### src/rtl/sif_pkg.sv
package sif_pkg;
    localparam int REG_W     = 8;
    localparam int BIT_DRE   = 0;
    localparam int BIT_TXC   = 1;
    localparam int BIT_RXC   = 2;
    localparam int BIT_RXS   = 3;
    localparam int BIT_CTSIC = 4;
    localparam int BIT_RXBRK = 5;
    localparam int BIT_RSVD  = 6;
    localparam int BIT_ERROR = 7;
    // bits held by a sticky flag machine
    localparam logic [REG_W-1:0] STICKY_MASK = 8'b1011_1110;

    typedef enum logic {
        FLAG_IDLE    = 1'b0,
        FLAG_PENDING = 1'b1
    } flag_state_t;
endpackage

### src/rtl/sif_flag_cell.sv
module sif_flag_cell
    import sif_pkg::*;
(
    input  logic clk,
    input  logic rst_n,
    input  logic set_i,
    input  logic clr_i,
    output logic flag_o
);
    flag_state_t state_q, state_d;

    always_ff @(posedge clk) begin
        if (!rst_n) state_q <= FLAG_IDLE;
        else        state_q <= state_d;
    end

    always_comb begin
        state_d = state_q;
        unique case (state_q)
            FLAG_IDLE:    if (set_i) state_d = FLAG_PENDING;
            FLAG_PENDING: if (clr_i && !set_i) state_d = FLAG_IDLE;
            default:      state_d = FLAG_IDLE;
        endcase
    end

    always_comb flag_o = (state_q == FLAG_PENDING);

    assert_set_wins_R10: assert property (@(posedge clk) disable iff (!rst_n)
        set_i |=> flag_o);
    assert_release_R9: assert property (@(posedge clk) disable iff (!rst_n)
        (clr_i && !set_i) |=> !flag_o);
    assert_hold_R9: assert property (@(posedge clk) disable iff (!rst_n)
        (!clr_i && !set_i) |=> $stable(flag_o));
endmodule

### src/rtl/sif_cts_edge.sv
module sif_cts_edge (
    input  logic clk,
    input  logic rst_n,
    input  logic cts_i,
    output logic change_o
);
    logic cts_q;
    logic primed_q;

    always_ff @(posedge clk) begin
        if (!rst_n) begin
            cts_q    <= 1'b0;
            primed_q <= 1'b0;
        end else begin
            cts_q    <= cts_i;
            primed_q <= 1'b1;
        end
    end

    always_comb change_o = primed_q && (cts_i != cts_q);

    assert_edge_seen_R4: assert property (@(posedge clk) disable iff (!rst_n)
        primed_q |-> (change_o == (cts_i != $past(cts_i))));
endmodule

### src/rtl/sif_irq_mask.sv
module sif_irq_mask #(
    parameter int W = 8
) (
    input  logic         clk,
    input  logic         rst_n,
    input  logic         en_set_i,
    input  logic         en_clr_i,
    input  logic [W-1:0] wdata_i,
    input  logic [W-1:0] flags_i,
    output logic [W-1:0] en_o,
    output logic         irq_o
);
    logic [W-1:0] en_q;

    always_ff @(posedge clk) begin
        if (!rst_n)        en_q <= '0;
        else if (en_set_i) en_q <= en_q | wdata_i;
        else if (en_clr_i) en_q <= en_q & ~wdata_i;
    end

    always_comb begin
        en_o  = en_q;
        irq_o = |(flags_i & en_q);
    end

    assert_en_set_R11: assert property (@(posedge clk) disable iff (!rst_n)
        en_set_i |=> ((en_o & $past(wdata_i)) == $past(wdata_i)));
    assert_en_clr_R11: assert property (@(posedge clk) disable iff (!rst_n)
        (en_clr_i && !en_set_i) |=> ((en_o & $past(wdata_i)) == '0));
endmodule

### src/rtl/sif_irq_flags.sv
module sif_irq_flags
    import sif_pkg::*;
#(
    parameter int NUM_ERR = 5
) (
    input  logic               clk,
    input  logic               rst_n,
    input  logic               reg_wr_i,
    input  logic               en_set_i,
    input  logic               en_clr_i,
    input  logic [REG_W-1:0]   reg_wdata_i,
    input  logic               data_rd_i,
    input  logic               data_wr_i,
    input  logic [NUM_ERR-1:0] err_strobe_i,
    input  logic               break_i,
    input  logic               autobaud_en_i,
    input  logic               cts_i,
    input  logic               start_i,
    input  logic               sof_en_i,
    input  logic               rx_done_i,
    input  logic               rx_en_i,
    input  logic               tx_done_i,
    input  logic               tx_empty_i,
    output logic [REG_W-1:0]   flags_o,
    output logic [REG_W-1:0]   irq_en_o,
    output logic               irq_o
);
    logic [REG_W-1:0] set_vec;
    logic [REG_W-1:0] clr_vec;
    logic [REG_W-1:0] flag_bits;
    logic             cts_change;

    sif_cts_edge u_cts (
        .clk      (clk),
        .rst_n    (rst_n),
        .cts_i    (cts_i),
        .change_o (cts_change)
    );

    always_comb begin
        set_vec = '0;
        clr_vec = '0;
        set_vec[BIT_ERROR] = |err_strobe_i;
        clr_vec[BIT_ERROR] = reg_wr_i & reg_wdata_i[BIT_ERROR];
        set_vec[BIT_RXBRK] = break_i & autobaud_en_i;
        clr_vec[BIT_RXBRK] = reg_wr_i & reg_wdata_i[BIT_RXBRK];
        set_vec[BIT_CTSIC] = cts_change;
        clr_vec[BIT_CTSIC] = reg_wr_i & reg_wdata_i[BIT_CTSIC];
        set_vec[BIT_RXS]   = start_i & sof_en_i;
        clr_vec[BIT_RXS]   = reg_wr_i & reg_wdata_i[BIT_RXS];
        set_vec[BIT_RXC]   = rx_done_i & rx_en_i;
        clr_vec[BIT_RXC]   = data_rd_i | ~rx_en_i;
        set_vec[BIT_TXC]   = tx_done_i;
        clr_vec[BIT_TXC]   = data_wr_i | (reg_wr_i & reg_wdata_i[BIT_TXC]);
        // live bits: data-register-empty follows its level, reserved forced low
        set_vec[BIT_DRE]   = tx_empty_i;
        clr_vec[BIT_DRE]   = 1'b0;
        set_vec[BIT_RSVD]  = 1'b0;
        clr_vec[BIT_RSVD]  = 1'b1;
    end

    for (genvar i = 0; i < REG_W; i++) begin : g_bit
        if (STICKY_MASK[i]) begin : g_sticky
            sif_flag_cell u_cell (
                .clk    (clk),
                .rst_n  (rst_n),
                .set_i  (set_vec[i]),
                .clr_i  (clr_vec[i]),
                .flag_o (flag_bits[i])
            );
        end else begin : g_live
            assign flag_bits[i] = set_vec[i] & ~clr_vec[i];
        end
    end

    always_comb flags_o = flag_bits;

    sif_irq_mask #(.W(REG_W)) u_mask (
        .clk      (clk),
        .rst_n    (rst_n),
        .en_set_i (en_set_i),
        .en_clr_i (en_clr_i),
        .wdata_i  (reg_wdata_i),
        .flags_i  (flag_bits),
        .en_o     (irq_en_o),
        .irq_o    (irq_o)
    );

    assert_rx_off_clears_R6: assert property (@(posedge clk) disable iff (!rst_n)
        !rx_en_i |=> !flags_o[BIT_RXC]);
    assert_err_arm_R2: assert property (@(posedge clk) disable iff (!rst_n)
        (|err_strobe_i) |=> flags_o[BIT_ERROR]);
    assert_gated_break_R3: assert property (@(posedge clk) disable iff (!rst_n)
        (!autobaud_en_i && !flags_o[BIT_RXBRK]) |=> !flags_o[BIT_RXBRK]);
endmodule

### config.mk
export PLATFORM = sky130hd
export DESIGN_NAME = sif_irq_flags
export DESIGN_NICKNAME = d
export VERILOG_FILES = /design/src/rtl/sif_pkg.sv /design/src/rtl/sif_flag_cell.sv /design/src/rtl/sif_cts_edge.sv /design/src/rtl/sif_irq_mask.sv /design/src/rtl/sif_irq_flags.sv
export SDC_FILE = /design/constraint.sdc
export NUM_CORES = 1
export LEC_CHECK = 0
export BUFFER_PORTS_ARGS = -buffer_cell sky130_fd_sc_hd__buf_2
export CAP_MARGIN = 15
export CELL_PAD_IN_SITES_DETAIL_PLACEMENT = 1
export CELL_PAD_IN_SITES_GLOBAL_PLACEMENT = 2
export CORE_ASPECT_RATIO = 2
export CORE_MARGIN = 5
export CORE_UTILIZATION = 21
export CTS_CLUSTER_DIAMETER = 30
export DETAILED_ROUTE_END_ITERATION = 16
export MAX_ROUTING_LAYER = met4
export PLACE_DENSITY = 0.84
export REMOVE_ABC_BUFFERS = 1
export SYNTH_ARGS = -nofsm -noshare
export SYNTH_HDL_FRONTEND = slang
export SYNTH_SLANG_ARGS = --single-unit
### constraint.sdc
create_clock -name clk -period 0.9 [get_ports clk]
set_clock_uncertainty 0.05 [all_clocks]
set_input_delay 0.09 -clock clk [delete_from_list [all_inputs] [get_ports clk]]
set_output_delay 0.09 -clock clk [all_outputs]
set_load 0.02 [all_outputs]
**Yosys cells after proc, flatten, opt, wreduce, memory -nomap -nowiden**

Index checks and enable logic that the tools add are counted.

- Bits of input ports: 29
- Logic and storage cells: 68
- Bits in registers: 16
- Output and inout port bits: 17

- Multiplexer cells: 21
- Reduce and logical (&&, ||, !) cells: 16
- Equal/unequal tests: 1
- Bitwise logic cells: 21

Operators by type and width:

| kind | count |
|---|---|
| bitwise AND 8 bit | 2 |
| 2-to-1 mux 8 bit | 2 |
| 2-to-1 mux 1 bit | 13 |
| case mux 1 bit (2 select lines) | 6 |
| bitwise AND 1 bit | 8 |
| NOT 8 bit | 1 |
| OR 8 bit | 1 |
| OR reduction 8 bit | 1 |
| logical AND 1 bit | 7 |
| NOT 1 bit | 7 |
| logical NOT 1 bit | 6 |
| OR reduction 5 bit | 1 |
| OR 1 bit | 2 |
| nonzero test 2 bit | 1 |
| inequality test 1 bit | 1 |

**Depth between registers and ports, before layout**

- Depth after elaboration: 6
- Depth in mapped cells: 4

**Cells and area by module**

From an unflattened synthesis, not the netlist that was laid out.

- Cell total of the unflattened synthesis: 77
- Area total of the unflattened synthesis: 812.0 µm²

Modules (own cells, without submodules):

| module | cells each | times used | area an instance (µm²) | sequential area each (µm²) |
|---|---|---|---|---|
| sif_irq_mask | 39 | 1 | 412.9 | 160.2 |
| sif_flag_cell | 3 | 6 | 41.3 | 20.0 |
| sif_irq_flags | 15 | 1 | 88.8 | 0.0 |
| sif_cts_edge | 5 | 1 | 62.6 | 40.0 |

**Least setup slack after synthesis**

Ideal clock, no wire load.

- Path kind: register to output
- From: register (tool-made name)
- To: output port irq_o
- Path slack: -153 ps
- Data required time: 760 ps
- Data arrival time: 913 ps
- Stages on the path, launching flop included: 3
- Cells stage by stage: dfxtp_1 a222oi_1 nand3_1

RTL lines:

| what | RTL line | text |
|---|---|---|
| end, declared | sif_irq_flags.sv:26 | `output logic irq_o` |

==> results.md <==
* CTS tree: yes
* Max stage delay on crit path at 340 ps
* Crit path max fanout at 2
* CP max-delay cell: a222oi_1
* GR Util All Layers at 0.1074
* Area Overhead vs Synth at 77.42%
* Final Non-Filler Cells at 163
* Mapped Avg Cell Area at ~8.8 um2
* Final setup vio count at 14
* Top cells by area, synth: dfxtp_1, a22oi_1, buf_4
* I/O pin total at 46
* Antenna-violating nets left at 0
* Area of the multi-input gates at 317.8 um2
* FILL cells at 395
* Distinct cell type count after synthesis at 18
* Area leader, netlist: dfxtp_1
* Routed WL at 2535 um
* Count leader, synth: dfxtp_1
* Fin. Hold Viols at 0
* Unrepaired setup endpoints after global routing: true
* Max IR drop VDD at 925.0 uV
* MaxCap Viol Count at 0
* Netlist Area Pre-Place at 698.2 um2
* Avg WL per Cell at 15.55 um
* Final HPWL DP at roughly 1900 um
* RePlAce Congestion at 0.7515
* DRT iter0 DRCs at 9
* Element type at the critical path start: flop
* Mapped Cells at 79
* PwrDens at 1541 nW/um2
* Initial Utilization at 0.2187
* Buffers added on ports at 44
* Register area at roughly 340 um2
* Die H at slightly above 90 um
* Antenna diodes at 0
* Crit path DAT at about 1200 ps
* Clock transition at the registers of the reported paths at approximately 70 ps
* DP Cell Count at 155
* Core outline area at 3193 um2
* Synth Flop Type: dfxtp_1
* Clock Tree Root: clkbuf_8
* Critical path cell sequence: a222oi_1, nand3_1, buf_6
* Worst setup margin at -443.7 ps
* Die width at 50.77 um
* Largest net degree at the start of global routing at 18
* Number of synthesized flops with an enable pin at 0
* First-pass GRT wire length at approximately 3900 um
* Crit path time final at 1344 ps
* Fin crit share at 1.493
* YS warnings at 0
* Top post-synthesis cells by count: dfxtp_1, nand2_1, a22oi_1
* Remaining DRCs at 0
* Async S/R FF share, synth at 0
* Power Total at between 1500 and 2000 uW
* Number of H-tree levels at 1
* HP Class: in -> reg
* CP Capture Type: output pin
* Violated checks: setup timing
* Later-pin clock latency in the skew report at 240 ps
* Cell family with most CP delay: compound AO/OA/AOI/OAI gates
* Final max-slew violation count at 0
* Pre-CTS setup slack at -185.4 ps
* Total CTS buffers at 3
* Critical path type: reg -> out
* Fin nets at 162
* Vias/cell at 4.595
* Status: finished with violations
* Static leakage at 0.0005842 uW
* Clock Sinks at 16
* Drt first pass iters at 2
* Area share of the largest cell type after synthesis at 0.4588
* Sequential area share after synthesis at 0.4588
* Row cnt at 29
* Total grt overflow at 0
* Antenna violations before repair at 0
* Layout cells sized above 1 at 0.6212
* Crit path required time at 760 ps
* Vias in the first global route at 876
* Number of synthesized register bits at 16
* Vias post-DR at 749
* Die Area at between 4000 and 5000 um2
* Max frequency at 744.2 MHz
* Longest Clk Path Bufs at 2
* CP Buf/Inv Count at 1
-- power by group --
group / internal, uW / total [uW] / switching (uW)
logic: 262 / 475 / 214
clock network: 387 / 641 / 254
registers: 760 / 793 / 32.2
total: 1410 / 1910 / 500
-- worst reg2reg max path: stages (launching register included) --
cell and delay [ps]:
dfxtp_2 320, buf_4 120, buf_6 100, buf_6 110
a22oi_2 110, nor2b_1 60
-- stage by stage --
step	hold slack, ps	TNS (ps)	utilization	area (um2)
floorplan	67.72	-175.8	-	620.6
global placement	253.0	-175.2	0.3037	969.7
detailed placement	261.9	-185.4	0.3037	969.7
CTS	6.141	-1334	0.3777	1206
global route	12.30	-1619	0.3879	1239
finish	5.744	-1287	0.3879	1239
-- routing by layer --
| layer | vias to the layer above | track usage | part of all wire |
|---|---|---|---|
| met1 | 354 | 0.1027 | 0.34 |
| met3 | 2 | 0.01967 | 0.049 |
| met4 | 0 | 0.02559 | 0.0059 |
| met2 | 27 | 0.2075 | 0.60 |
| met5 | - | - | 0 |
| li1 | 366 | - | - |
-- layout make-up --
cell class	instances	area share
clock buffer	4	0.04444
multi-input combinational	50	0.2566
sequential	16	0.2717
inverter	2	0.006061
timing repair buffer	60	0.3899
tap	31	0.03131
-- worst paths after layout --
kind                                endpoint  slack [ps]           start  cells after the start
max                                    irq_o        -440            flop                      3
min          g_bit[2].g_sticky.u_cell.flag_o           6         rx_en_i                      3
max reg2reg                             flop         -80            flop                      5
min reg2reg  g_bit[4].g_sticky.u_cell.flag_o         380  u_cts.primed_q                      2
-- timing repair --
item | in CTS | in global routing
pin swaps | 3 | 0
buffers inserted | 4 | 4
hold buffers | 0 | 0
hold endpoints to repair | 0 | 0
endpoints found under the setup margin | 15 | 20
gates resized for setup | 55 | 9
-- cells by family (layout without fill, tap and decap cells) --
logic type | count (synthesis) | after routing | synth area share
buffers and inverters | 13 | 66 | 0.1219
xor gates and xnor gates | 1 | 1 | 0.01255
DFF | 16 | 16 | 0.4588
other | 1 | 1 | 0.005371
AOI/OAI and AO/OA | 18 | 18 | 0.1935
and+or+nand+nor | 30 | 30 | 0.2079
-- cells in the final DEF, fill, tap and decap left out --
master	count
buf_2	29
buf_6	28
nand2_1	14
dfxtp_2	13
nor2b_1	10
a22oi_1	8
a22oi_2	4
clkbuf_8	4
nand3_1	3
dfxtp_1	3
buf_4	3
inv_1	2
a222oi_1	1
a211oi_2	1
nor3_1	1
a21boi_1	1
a211oi_1	1
o21a_1	1
xor2_1	1
a21oi_1	1
nor2_1	1
and2_1	1
conb_1	1
(Power assumes the default switching activity.)
